### src/rtl/dptr_pkg.sv
package dptr_pkg;
  localparam int DSC_WORDS = 4;
  localparam int DSC_BYTES = 16;

  typedef enum logic [1:0] {ST_IDLE, ST_REQ, ST_RSP} dptr_st_e;
  typedef enum logic {OP_FETCH, OP_LINK} dptr_op_e;
endpackage

### src/rtl/dptr_unpack.sv
module dptr_unpack #(
  parameter int ADDR_W = 49,
  parameter int SIZE_W = 30,
  parameter int WORD_W = 32
) (
  input  logic [4*WORD_W-1:0] words,
  output logic [ADDR_W-1:0]   addr,
  output logic [SIZE_W-1:0]   size,
  output logic                coh,
  output logic                typ,
  output logic                intr,
  output logic [1:0]          cmd
);
  localparam int HI_W = ADDR_W - WORD_W;

  logic [WORD_W-1:0] w0, w1, w2, w3;
  logic              unused_rsvd;

  assign w0 = words[0*WORD_W +: WORD_W];
  assign w1 = words[1*WORD_W +: WORD_W];
  assign w2 = words[2*WORD_W +: WORD_W];
  assign w3 = words[3*WORD_W +: WORD_W];

  assign addr = {w1[HI_W-1:0], w0};
  assign size = w2[SIZE_W-1:0];
  assign coh  = w3[0];
  assign typ  = w3[1];
  assign intr = w3[2];
  assign cmd  = w3[4:3];

  // reserved bits of the descriptor words are dropped
  assign unused_rsvd = ^{w1[WORD_W-1:HI_W], w2[WORD_W-1:SIZE_W], w3[WORD_W-1:5]};
endmodule

### src/rtl/dptr_ptr_reg.sv
module dptr_ptr_reg #(
  parameter int ADDR_W = 49,
  parameter int WORD_W = 32
) (
  input  logic              clk,
  input  logic              rst_n,
  input  logic              set,
  input  logic [WORD_W-1:0] set_lo,
  input  logic [WORD_W-1:0] set_hi,
  input  logic              upd,
  input  logic [ADDR_W-1:0] upd_val,
  output logic [ADDR_W-1:0] ptr
);
  localparam int HI_W = ADDR_W - WORD_W;

  logic unused_hi;
  assign unused_hi = ^set_hi[WORD_W-1:HI_W];

  always_ff @(posedge clk or negedge rst_n) begin
    if (!rst_n)   ptr <= '0;
    else if (set) ptr <= {set_hi[HI_W-1:0], set_lo};
    else if (upd) ptr <= upd_val;
  end
endmodule

### src/rtl/dptr_unit.sv
module dptr_unit
  import dptr_pkg::*;
#(
  parameter int ADDR_W = 49,
  parameter int SIZE_W = 30,
  parameter int WORD_W = 32
) (
  input  logic                clk,
  input  logic                rst_n,
  input  logic                dir_dst,
  input  logic                reg_mode,
  input  logic [4*WORD_W-1:0] reg_words,
  input  logic                preload,
  input  logic [WORD_W-1:0]   start_lo,
  input  logic [WORD_W-1:0]   start_hi,
  input  logic                load_req,
  input  logic                advance_req,
  output logic                rd_valid,
  input  logic                rd_ready,
  output logic [ADDR_W-1:0]   rd_addr,
  input  logic                rd_rsp_valid,
  output logic                rd_rsp_ready,
  input  logic [WORD_W-1:0]   rd_rsp_data,
  input  logic                rd_rsp_err,
  output logic                busy,
  output logic [WORD_W-1:0]   ptr_lo,
  output logic [WORD_W-1:0]   ptr_hi,
  output logic [ADDR_W-1:0]   buf_addr,
  output logic [SIZE_W-1:0]   byte_size,
  output logic                dsc_coherent,
  output logic                dsc_type,
  output logic                dsc_intr,
  output logic [1:0]          dsc_cmd,
  output logic                fetch_done,
  output logic                adv_done,
  output logic                rd_err,
  output logic                err_sticky
);
  localparam int HI_W  = ADDR_W - WORD_W;
  localparam int PAD_W = 2*WORD_W - ADDR_W;
  localparam logic [1:0] LAST_W = 2'(DSC_WORDS - 1);

  dptr_st_e          st;
  dptr_op_e          op;
  logic [1:0]        idx;
  logic [WORD_W-1:0] wb0, wb1, wb2, link_lo;
  logic [ADDR_W-1:0] ptr, ptr_nxt;
  logic              ptr_upd, ptr_set;
  logic [4:0]        ofs;
  logic              rsp_ok, rsp_bad, last_fetch;

  logic [4*WORD_W-1:0] unp_words;
  logic [ADDR_W-1:0]   u_addr;
  logic [SIZE_W-1:0]   u_size;
  logic                u_coh, u_typ, u_intr;
  logic [1:0]          u_cmd;

  assign busy         = (st != ST_IDLE);
  assign rd_valid     = (st == ST_REQ);
  assign rd_rsp_ready = (st == ST_RSP);
  assign ofs          = {op == OP_LINK, idx, 2'b00};
  assign rd_addr      = ptr + ADDR_W'(ofs);
  assign ptr_lo       = ptr[WORD_W-1:0];
  assign ptr_hi       = {{PAD_W{1'b0}}, ptr[ADDR_W-1:WORD_W]};
  assign ptr_set      = preload && (st == ST_IDLE);
  assign rsp_ok       = (st == ST_RSP) && rd_rsp_valid && !rd_rsp_err;
  assign rsp_bad      = (st == ST_RSP) && rd_rsp_valid && rd_rsp_err;
  assign last_fetch   = rsp_ok && (op == OP_FETCH) && (idx == LAST_W);

  // Idle: the programmed words; fetching: the three buffered words plus the arriving one
  assign unp_words = (st == ST_IDLE) ? reg_words : {rd_rsp_data, wb2, wb1, wb0};

  dptr_unpack #(.ADDR_W(ADDR_W), .SIZE_W(SIZE_W), .WORD_W(WORD_W)) u_unpack (
    .words(unp_words), .addr(u_addr), .size(u_size),
    .coh(u_coh), .typ(u_typ), .intr(u_intr), .cmd(u_cmd)
  );

  always_comb begin
    ptr_upd = 1'b0;
    ptr_nxt = ptr + ADDR_W'(DSC_BYTES);
    if (st == ST_IDLE && !preload && !load_req && advance_req && !dsc_type)
      ptr_upd = 1'b1;
    if (last_fetch && dir_dst && !rd_rsp_data[1])
      ptr_upd = 1'b1;
    if (rsp_ok && op == OP_LINK && idx[0]) begin
      ptr_upd = 1'b1;
      ptr_nxt = {rd_rsp_data[HI_W-1:0], link_lo};
    end
  end

  dptr_ptr_reg #(.ADDR_W(ADDR_W), .WORD_W(WORD_W)) u_ptr (
    .clk(clk), .rst_n(rst_n), .set(ptr_set), .set_lo(start_lo), .set_hi(start_hi),
    .upd(ptr_upd), .upd_val(ptr_nxt), .ptr(ptr)
  );

  always_ff @(posedge clk or negedge rst_n) begin
    if (!rst_n) begin
      st <= ST_IDLE;  op <= OP_FETCH;  idx <= '0;
      wb0 <= '0;  wb1 <= '0;  wb2 <= '0;  link_lo <= '0;
      buf_addr <= '0;  byte_size <= '0;
      dsc_coherent <= 1'b0;  dsc_type <= 1'b0;  dsc_intr <= 1'b0;  dsc_cmd <= '0;
      fetch_done <= 1'b0;  adv_done <= 1'b0;  rd_err <= 1'b0;  err_sticky <= 1'b0;
    end else begin
      fetch_done <= 1'b0;
      adv_done   <= 1'b0;
      rd_err     <= 1'b0;
      case (st)
        ST_IDLE: begin
          if (preload) begin
            err_sticky <= 1'b0;
          end else if (load_req) begin
            if (reg_mode) begin
              buf_addr <= u_addr;  byte_size <= u_size;
              dsc_coherent <= u_coh;  dsc_type <= u_typ;  dsc_intr <= u_intr;  dsc_cmd <= u_cmd;
              fetch_done <= 1'b1;
            end else if (ptr[3:0] != 4'h0) begin
              buf_addr <= '0;  byte_size <= '0;
              dsc_coherent <= 1'b0;  dsc_type <= 1'b0;  dsc_intr <= 1'b0;  dsc_cmd <= '0;
              rd_err <= 1'b1;  err_sticky <= 1'b1;
            end else begin
              op <= OP_FETCH;  idx <= '0;  st <= ST_REQ;
            end
          end else if (advance_req) begin
            if (dsc_type) begin
              op <= OP_LINK;  idx <= '0;  st <= ST_REQ;
            end else begin
              adv_done <= 1'b1;
            end
          end
        end
        ST_REQ: if (rd_ready) st <= ST_RSP;
        ST_RSP: begin
          if (rsp_bad) begin
            buf_addr <= '0;  byte_size <= '0;
            dsc_coherent <= 1'b0;  dsc_type <= 1'b0;  dsc_intr <= 1'b0;  dsc_cmd <= '0;
            rd_err <= 1'b1;  err_sticky <= 1'b1;  st <= ST_IDLE;
          end else if (rsp_ok) begin
            if (op == OP_FETCH) begin
              case (idx)
                2'd0:    wb0 <= rd_rsp_data;
                2'd1:    wb1 <= rd_rsp_data;
                2'd2:    wb2 <= rd_rsp_data;
                default: ;
              endcase
              if (last_fetch) begin
                buf_addr <= u_addr;  byte_size <= u_size;
                dsc_coherent <= u_coh;  dsc_type <= u_typ;  dsc_intr <= u_intr;  dsc_cmd <= u_cmd;
                fetch_done <= 1'b1;
                if (dir_dst && u_typ) begin
                  op <= OP_LINK;  idx <= '0;  st <= ST_REQ;
                end else begin
                  adv_done <= dir_dst;
                  st <= ST_IDLE;
                end
              end else begin
                idx <= idx + 2'd1;  st <= ST_REQ;
              end
            end else if (!idx[0]) begin
              link_lo <= rd_rsp_data;  idx <= 2'd1;  st <= ST_REQ;
            end else begin
              adv_done <= 1'b1;  st <= ST_IDLE;
            end
          end
        end
        default: st <= ST_IDLE;
      endcase
    end
  end
endmodule

### config.mk
export PLATFORM = sky130hd
export DESIGN_NAME = dptr_unit
export DESIGN_NICKNAME = d
export VERILOG_FILES = /design/src/rtl/dptr_pkg.sv /design/src/rtl/dptr_unpack.sv /design/src/rtl/dptr_ptr_reg.sv /design/src/rtl/dptr_unit.sv
export SDC_FILE = /design/constraint.sdc
export NUM_CORES = 1
export LEC_CHECK = 0
export BUFFER_PORTS_ARGS = -buffer_cell sky130_fd_sc_hd__buf_2
export CORE_ASPECT_RATIO = 1.5
export CORE_UTILIZATION = 45
export CTS_BUF_LIST = sky130_fd_sc_hd__clkbuf_16
export CTS_CLUSTER_DIAMETER = 80
export DETAILED_ROUTE_END_ITERATION = 12
export HOLD_SLACK_MARGIN = 0.08
export PLACE_DENSITY = 0.72
export SLEW_MARGIN = 20
export SYNTH_ARGS = -nofsm -noshare
export SYNTH_HDL_FRONTEND = slang
export SYNTH_SLANG_ARGS = --single-unit
### constraint.sdc
create_clock -name clk -period 4.1 [get_ports clk]
set_input_delay 0.82 -clock clk [delete_from_list [all_inputs] [get_ports clk]]
set_output_delay 0.82 -clock clk [all_outputs]
set_load 0.005 [all_outputs]
---- Word level (Yosys, flattened, before mapping) ----
Index checks and enable logic that the tools add are counted.
W data, S select, Z words.
cells by class
  $add $sub $neg .......................... 3
  $mul .................................... 0
  divide/modulo/power cells ............... 0
  $lt $le $gt $ge ......................... 0
  equality and inequality tests ........... 24
  shifts and indexed selects .............. 0
  mux-type cells .......................... 129
  bitwise logic cells ..................... 3
  reduce and logical (&&, ||, !) cells .... 36
operators by type and width
  kind                     number
  $mux W49                 11
  $mux W30                 8
  $mux W101                1
  $pmux W49 S2             1
  $mux W1                  65
  $mux W2                  31
  $pmux W30 S2             1
  $add A49 B5 Y49          1
  $add A49 B5 Y49 const B  1
  $reduce_and A5 Y1        5
  $ne A3 B3 Y1 const B     7
  $pmux W1 S2              8
  $logic_and A1 B1 Y1      15
  $reduce_and A7 Y1        2
  $reduce_and A10 Y1       1
  $ne A3 B2 Y1 const B     3
  $reduce_and A9 Y1        1
  $pmux W2 S2              2
  $reduce_and A8 Y1        1
  $eq A2 B2 Y1 const B     3
  $ne A2 B1 Y1 const B     3
  $ne A2 B2 Y1 const B     3
  $ne A3 B1 Y1 const B     2
  $pmux W2 S3              1
  other kinds (8)          18
storage, ports and cells
  register bits ........................... 270
  bits in latches ......................... 0
  RAM bits ................................ 0
  memory bits (read-only) ................. 0
  input bits .............................. 234
  output and inout port bits .............. 204
  word-level logic and storage cells ...... 214
  memories kept ........................... 0

---- Depth between registers and ports, before layout ----
Gate-level depths: netlist of the first run.
  word-level depth ........................ 11
  mapped depth ............................ 12
  depth with buffers taken out ............ 9

---- Cells and area by module ----
Synthesis of the first run repeated with hierarchy kept, for this count alone.
unflattened totals
  cells, all modules ...................... 1570
  area total of the unflattened synthesis .. 16260.6 µm²
by module, submodules not included
  module        instances  cells each  area an instance (µm²)  seq. area each (µm²)
  dptr_unit     1          1273        13356.6                 5530.3
  dptr_ptr_reg  1          213         2273.4                  1226.2
  dptr_unpack   1          84          630.6                   0.0

---- Worst setup path after synthesis of the first run ----
OpenSTA, ideal clock, no wires.
  path kind ............................... reg-to-output
  start point ............................. register idx[0]
  end point ............................... output rd_addr[40]
  arrival ................................. 2.298 ns
  required time ........................... 3.280 ns
  setup slack ............................. 0.982 ns
  stages on the path, launching flop included .. 10
  buffers on the path ..................... 0
  cells stage by stage .................... dfrtp_1 -> ha_1 -> inv_1 -> fa_1 -> nor2b_1 -> o21ai_0 -> nor4_1 -> nor2b_1 -> nand2_1 -> xnor2_1
on the way
  cells in the longest elaborated chain, start to end .. 1
RTL lines
  item                      RTL line          source
  start: declaration        dptr_unit.sv:45   logic [1:0] idx;
  start signal: assignment  dptr_unit.sv:98   st <= ST_IDLE; op <= OP_FETCH; idx <= '0;
  start signal: assignment  dptr_unit.sv:121  op <= OP_FETCH; idx <= '0; st <= ST_REQ;
  start signal: assignment  dptr_unit.sv:125  op <= OP_LINK; idx <= '0; st <= ST_REQ;
  $add A49 B5 Y49           dptr_unit.sv:62   assign rd_addr = ptr + ADDR_W'(ofs);
  end: declaration          dptr_unit.sv:20   output logic [ADDR_W-1:0] rd_addr,
No other way between the ends.

---- Worst setup path after layout of the first run ----
  start point ............................. register idx[0]
  end point ............................... output rd_addr[44]
Same word-level chain as after synthesis.

==> flow_metrics.env, run 1 <==
export IMPL_fin_crit_ns=3.957
export IMPL_dr_pass1_iters=5
export IMPL_nets=1826
export IMPL_vias=11531
export IMPL_ys_seq_area_share_pct=48.07
export IMPL_wire_per_inst_um=21.43
export IMPL_rsz0062_at_grt="yes"
export IMPL_insertion_delay_ns=0.53
export IMPL_vdd_drop_max_mv=0.3170
export IMPL_ys_seq_elements=253
export IMPL_grt_ovfl_total=0
export IMPL_status="completed"
export IMPL_max_freq_mhz=252.7
export IMPL_syn_cell_area_um2=13170
export IMPL_setup_slack_ns=0.1427
export IMPL_first_iter_violations=696
export IMPL_root_buffer="clkbuf_16"
export IMPL_crit_buf_inv=2
export IMPL_finalMaxSlewViolations=0
export IMPL_async_flop_share_pct=100.0
export IMPL_critPathArrivalTime_ns=3.14
export IMPL_synthTopCellsByArea="dfrtp_1 48%, mux2_2 9.5%, mux2i_1 6.4%"
export IMPL_clock_sinks=253
export IMPL_syn2layout_area_growth_pct=21.93
export IMPL_drive_gt1_share_pct=34.88
export IMPL_final_common_cell="buf_2"
export IMPL_dp_cells=1946
export IMPL_synth_top_area_share_pct=48.07
export IMPL_postCtsHoldBufs=0
export IMPL_io_buffers=363
export IMPL_via_per_inst=5.771
export IMPL_switching_share_pct=38.67
export IMPL_post_cts_buffers=0
export IMPL_coreArea_um2=28720
export IMPL_hold_ws_ns=0.3252
export IMPL_slew_headroom_pct=36.34
export IMPL_cts_made_buffers=25
export IMPL_clockPowerShare_pct=21.1
export IMPL_setup_viol=0
export IMPL_hpwl_mm=31.00
export IMPL_p_per_area_nw_per_um2=640.4
export IMPL_drv_cap=0
export IMPL_antenna_found_initial=9
export IMPL_synth_edf_count=0
export IMPL_start_kind="flop"
export IMPL_io_pins=438
export IMPL_dp_worst_setup_slack_ns=0.4588
export IMPL_die_width_um=141.7
export IMPL_cpPeakStageDelay_ns=0.44
export IMPL_reg2reg_depth=6
export IMPL_start_util_pct=45.87
export IMPL_grt_max_degree=116
export IMPL_cp_end_kind="output port"
export IMPL_htree_levels=1
export IMPL_drt_total_wl_mm=42.82
export IMPL_syn_instance_count=1265
export IMPL_cp_depth=10
export IMPL_cp_required_ns=3.28
export IMPL_p_comb_share_pct=38.5
export IMPL_hold_viol_final=0
export IMPL_p_int_w=0.006308
export IMPL_cts_tree="built"
export IMPL_cp_max_fo=6
export IMPL_seqPwrFrac_pct=40.4
export IMPL_clock_skew_ns=0.01247
export IMPL_rows=76
export IMPL_p_leak_nw=7.762
export IMPL_finalPower_w=0.01029
export IMPL_fin_cells=1998
export IMPL_worstSetupPathType="reg2out"
export IMPL_grtUsageTotal_pct=28.26
export IMPL_fin_crit_sh_pct=96.52
export IMPL_ant_nets=0
export IMPL_crit_chain="ha_1 > inv_1 > fa_1 > nor2b_1 > o21ai_1 > nor4_2 > nor2b_2 > nand2_1 > xnor2_1 > buf_2"
export IMPL_ys_warn_count=0
export IMPL_worst_pin_slew_ns=0.9525
export IMPL_switchingPower_w=0.003977
export IMPL_synth_ff_type="dfrtp_1"
export IMPL_layout_common_cells="362 x buf_2, 253 x dfrtp_1, 156 x nand2_1"
export IMPL_path_clk_slew_ns=0.07
export IMPL_grt_pass1_vias=11219
export IMPL_routabilityCongestion=0.9735
export IMPL_die_y_um=211.5
export IMPL_grt_pass1_wl_mm=64.56
export IMPL_die_area_um2=29970
export IMPL_avgSynthCellArea_um2=10.41
export IMPL_route_detailed_drc=0
export IMPL_ys_types=72
export IMPL_crit_family="simple AND/OR/NAND/NOR gates"
export IMPL_cp_slowest_cell="dfrtp_1"
export IMPL_clockBufferDepth=3
export IMPL_min_path_type="in2async"
export IMPL_yosys_area_top_type="dfrtp_1"
logic make-up (layout without fill, tap and decap cells):
family / Yosys count / in the layout / share of synthesized area, %
buffers and inverters: 130 / 451 / 4.693
AOI/OAI and AO/OA: 261 / 261 / 13.39
muxes: 195 / 195 / 15.87
other: 1 / 23 / 0.02847
DFF: 253 / 253 / 48.07
xor gates and xnor gates: 63 / 63 / 4.189
and+or+nand+nor: 353 / 353 / 12.84
adders and majority gates: 9 / 9 / 0.9120
power by group through the flow:
stage,clock network [W],registers (W),logic [W]
final,0.00217,0.00416,0.00396
after global routing,0.00230,0.00425,0.00434
after CTS,0.00220,0.00413,0.00396
after detailed placement,0,0.00417,0.00394
after global placement,0,0.00413,0.00386
after floorplan,0,0.00387,0.00253
worst paths after layout:
kind	to	start	slack, ns
max	rd_addr[44]	idx[0]	0.14
min	buf_addr[44]	rst_n	0.33
max reg2reg	u_ptr.ptr[38]	st[1]	1.26
min reg2reg	byte_size[6]	byte_size[6]	0.47
max in group asynchronous	wb1[3]	rst_n	2.69
min in group clk	byte_size[6]	byte_size[6]	0.47
layout make-up:
cell class	instances	area [µm²]
Antenna cell	8	20.02
Inverter	16	62.56
Sequential cell	253	6331
Timing Repair Buffer	391	2087
Tap cell	390	488.0
Clock buffer	25	625.6
Multi-Input combinational cell	896	6322
Clock inverter	19	123.9
Fill cell	2611	12660
repair_timing:
item,in CTS,in global routing
cloned,0,0
gates resized for setup,1,4
pin swaps,1,0
endpoints found under the setup margin,4,12
state kept, by name, indices dropped and copies added (netlist names), 2 cells and up:
register / flops
link_lo: 32
dsc_cmd: 2
buf_addr: 49
st: 2
byte_size: 30
u_ptr.ptr: 49
wb2: 30
idx: 2
wb1: 17
wb0: 32
metrics by stage:
stage                     instance area, µm²  util, %  setup TNS, ns
after floorplan                        13220        -              0
after global placement                 15280    53.19              0
after detailed placement               15280    53.19              0
after CTS                              16030    55.81              0
after global routing                   16060    55.93       -0.05022
final                                  16060    55.93              0
cells in the mapped netlist, types with 3 or more instances:
master	count
a22oi_1	16
and3_1	14
a211oi_1	7
nand4_1	24
o21ai_0	48
mux2i_1	84
clkbuf_1	57
or4_1	3
buf_1	7
buf_2	25
or3_1	6
o22ai_1	4
mux2_2	111
and2_1	7
and4_1	9
o31ai_1	87
inv_1	15
nor4_1	7
nand3_1	30
a21oi_1	46
nor2_1	53
buf_4	22
xnor2_1	37
nand2_1	157
a222oi_1	6
o211ai_1	6
xor2_1	26
o311ai_0	4
nor3_1	22
dfrtp_1	253
ha_1	8
a31oi_1	9
nand2b_1	4
per-layer routing:
layer	part of all wire, %	vias to the layer above	global-route usage [%]
li1	-	5201	-
met1	38	5633	33.89
met2	50	575	49.07
met3	6.1	122	3.144
met4	5.6	0	16.05
met5	0	-	0
Power figures use the tool's default switching activity.
==> inputs of run 2 (changes only) <==
--- a/config.mk
+++ b/config.mk
@@ -5,6 +5,7 @@
 export SDC_FILE = /design/constraint.sdc
 export NUM_CORES = 1
 export LEC_CHECK = 0
+export ABC_AREA = 1
 export BUFFER_PORTS_ARGS = -buffer_cell sky130_fd_sc_hd__buf_2
 export CORE_ASPECT_RATIO = 1.5
 export CORE_UTILIZATION = 45
==> run 2 against run 1 <==
  * First-iteration DRC count increased by 49%
  * Via count increased by 20%
  * Register-to-register slack improved by 0.02 ns
  * Die area increased by 4.9%
  * Synthesized cell count increased by 44%
  * Critical path depth increased by 4
  * Cell count increased by 28%
  * Total power increased by 17%
  * Setup slack improved by 0.066 ns
  * Non-clock buffer count increased by 8
  * Critical endpoint is now rd_addr[34]
==> flow_metrics.env, run 2 <==
export IMPL_status="completed"
export IMPL_htree_levels=1
export IMPL_setup_viol=0
export IMPL_cp_max_fo=6
export IMPL_avgSynthCellArea_um2=7.611
export IMPL_wire_per_inst_um=20.16
export IMPL_fin_crit_ns=3.891
export IMPL_reg2reg_to="u_ptr.ptr[38]"
export IMPL_grt_pass1_vias=13262
export IMPL_io_buffers=363
export IMPL_grt_pass1_wl_mm=76.69
export IMPL_fin_util_pct=55.29
export IMPL_finalPower_w=0.01200
export IMPL_cts_tree="built"
export IMPL_cp_required_ns=3.28
export IMPL_worst_pin_slew_ns=1.027
export IMPL_worstSetupPathType="reg2out"
export IMPL_largestRegisters="buf_addr (49), u_ptr.ptr (49)"
export IMPL_hold_viol_final=0
export IMPL_layout_common_cells="502 x nand2_1, 362 x buf_2, 261 x nor2_1"
export IMPL_vias=13849
export IMPL_place_area_um2=15980
export IMPL_nFillCells=2950
export IMPL_postCtsHoldBufs=0
export IMPL_synth_edf_count=0
export IMPL_ys_types=42
export IMPL_via_per_inst=5.408
export IMPL_synth_most_common_cell="nand2_1"
export IMPL_startpoint="idx[0]"
export IMPL_min_path_type="in2async"
export IMPL_ant_nets=0
export IMPL_first_iter_violations=1039
export IMPL_dr_pass1_iters=5
export IMPL_yosys_area_top_type="dfrtp_1"
export IMPL_finalInstanceArea_um2=16730
export IMPL_syn2layout_area_growth_pct=21.01
export IMPL_insertion_delay_ns=0.53
export IMPL_die_y_um=216.6
export IMPL_p_leak_nw=8.550
export IMPL_drive_gt1_share_pct=22.39
export IMPL_max_freq_mhz=257.0
export IMPL_io_pins=438
export IMPL_grt_ovfl_total=0
export IMPL_cp_end_kind="output port"
export IMPL_synth_ff_type="dfrtp_1"
export IMPL_start_kind="flop"
export IMPL_routabilityCongestion=0.9815
export IMPL_synthTopCellsByArea="dfrtp_1 46%, nand2_1 14%, o21ai_0 8.4%"
export IMPL_route_detailed_drc=0
export IMPL_synthTopCellsByCount="504 x nand2_1, 263 x nor2_1, 253 x dfrtp_1, 232 x o21ai_0, 111 x inv_1"
export IMPL_grtUsageTotal_pct=32.17
export IMPL_finalMaxSlewViolations=0
export IMPL_reg2reg_depth=9
export IMPL_die_area_um2=31440
export IMPL_final_common_cell="nand2_1"
export IMPL_slew_headroom_pct=31.34
export IMPL_rsz0062_at_grt="no"
export IMPL_nets=2384
export IMPL_hold_ws_ns=0.3348
export IMPL_reg2reg_from="u_ptr.ptr[10]"
export IMPL_synth_top_area_share_pct=45.80
export IMPL_path_clk_slew_ns=0.07
export IMPL_endpoint="rd_addr[34]"
export IMPL_clockBufferDepth=3
export IMPL_ys_seq_area_share_pct=45.80
export IMPL_critPathArrivalTime_ns=3.07
export IMPL_coreArea_um2=30250
export IMPL_drv_cap=0
export IMPL_grt_max_degree=104
export IMPL_cts_made_buffers=23
export IMPL_drt_total_wl_mm=51.64
export IMPL_antenna_found_initial=6
export IMPL_p_per_area_nw_per_um2=717.6
export IMPL_syn_cell_area_um2=13820
export IMPL_reg2reg_slack_ns=1.28
export IMPL_fin_crit_sh_pct=94.90
export IMPL_syn_instance_count=1816
export IMPL_clock_sinks=253
export IMPL_rows=78
export IMPL_ys_warn_count=0
export IMPL_die_width_um=145.1
export IMPL_root_buffer="clkbuf_16"
export IMPL_async_flop_share_pct=100.0
export IMPL_ys_seq_elements=253
export IMPL_hpwl_mm=38.18
export IMPL_start_util_pct=45.69
export IMPL_finalSetupTns_ns=0
export IMPL_vdd_drop_max_mv=0.4593
export IMPL_clock_skew_ns=0.01864
[run 2: power by group]
part | internal [W] | leakage [nW] | switching (W)
combinational | 0.00203 | 4.87 | 0.00354
clock | 0.00115 | 0.370 | 0.000977
sequential | 0.00335 | 3.31 | 0.000944
total | 0.00654 | 8.55 | 0.00547
[run 2: how the worst min path moves through the flow]
stage | startpoint | endpoint | slack [ns] | cells past startpoint
finish | rst_n | adv_done | 0.33 | 1
global route | rst_n | adv_done | 0.40 | 1
CTS | rst_n | adv_done | 0.37 | 1
detailed placement | buf_addr[48] | buf_addr[48] | 0.46 | 2
global placement | buf_addr[29] | buf_addr[29] | 0.46 | 2
floorplan | link_lo[19] | link_lo[19] | 0.45 | 2
[run 2: worst max-delay path: stages (launching register included)]
cell,delay [ns]
dfrtp_2,0.42
ha_1,0.18
inv_1,0.06
fa_1,0.40
inv_1,0.08
nand2_1,0.04
nand2_1,0.10
nand4_1,0.21
nor2_2,0.18
buf_4,0.16
inv_1,0.07
nor2_1,0.15
nand2_1,0.08
xor2_1,0.24
buf_2,0.16
[run 2: kinds of logic after synthesis]
kind of cell    Yosys count  synth area share, %
flops                   253                45.80
simple gates            886                25.84
compound gates          383                16.71
buf+inv                 230                7.323
other cells               1              0.02713
fa+ha+maj                 9               0.8690
xor+xnor                 54                3.422
[run 2: cell type report]
type | instances | area, µm² | area share [%]
multi-input cells | 1347 | 6568 | 39.27
flip-flops and latches | 253 | 6332 | 37.86
repair buffers | 399 | 2160 | 12.91
clock buffers | 23 | 575.6 | 3.441
well taps | 400 | 500.5 | 2.992
inverters | 117 | 440.4 | 2.633
clock inverters | 18 | 140.1 | 0.8378
diodes | 4 | 10.01 | 0.05984
[run 2: routing by layer]
| layer | wire [µm] | GRT usage, % | up-vias | share of wire [%] |
|---|---|---|---|---|
| met2 | 25700 | 56.79 | 637 | 50 |
| met3 | 3007 | 3.179 | 122 | 5.8 |
| li1 | - | - | 6558 | - |
| met5 | 43 | 0 | - | 0.083 |
| met1 | 20180 | 38.86 | 6526 | 39 |
| met4 | 2709 | 16.67 | 6 | 5.2 |
[run 2: stage by stage]
step / instances / setup WS (ns)
2_1_floorplan: 1830 / 1.132
3_3_place_gp: 2515 / 0.6304
3_5_place_dp: 2515 / 0.5811
4_1_cts: 2556 / 0.09402
5_1_grt: 2559 / 0.05397
6_report: 2561 / 0.2092
[run 2: repair_timing]
item / 4_1_cts / 5_1_grt
setup buffers: 0 / 1
gates cloned: 0 / 0
setup endpoints to repair: 1 / 4
gates resized for setup: 1 / 4
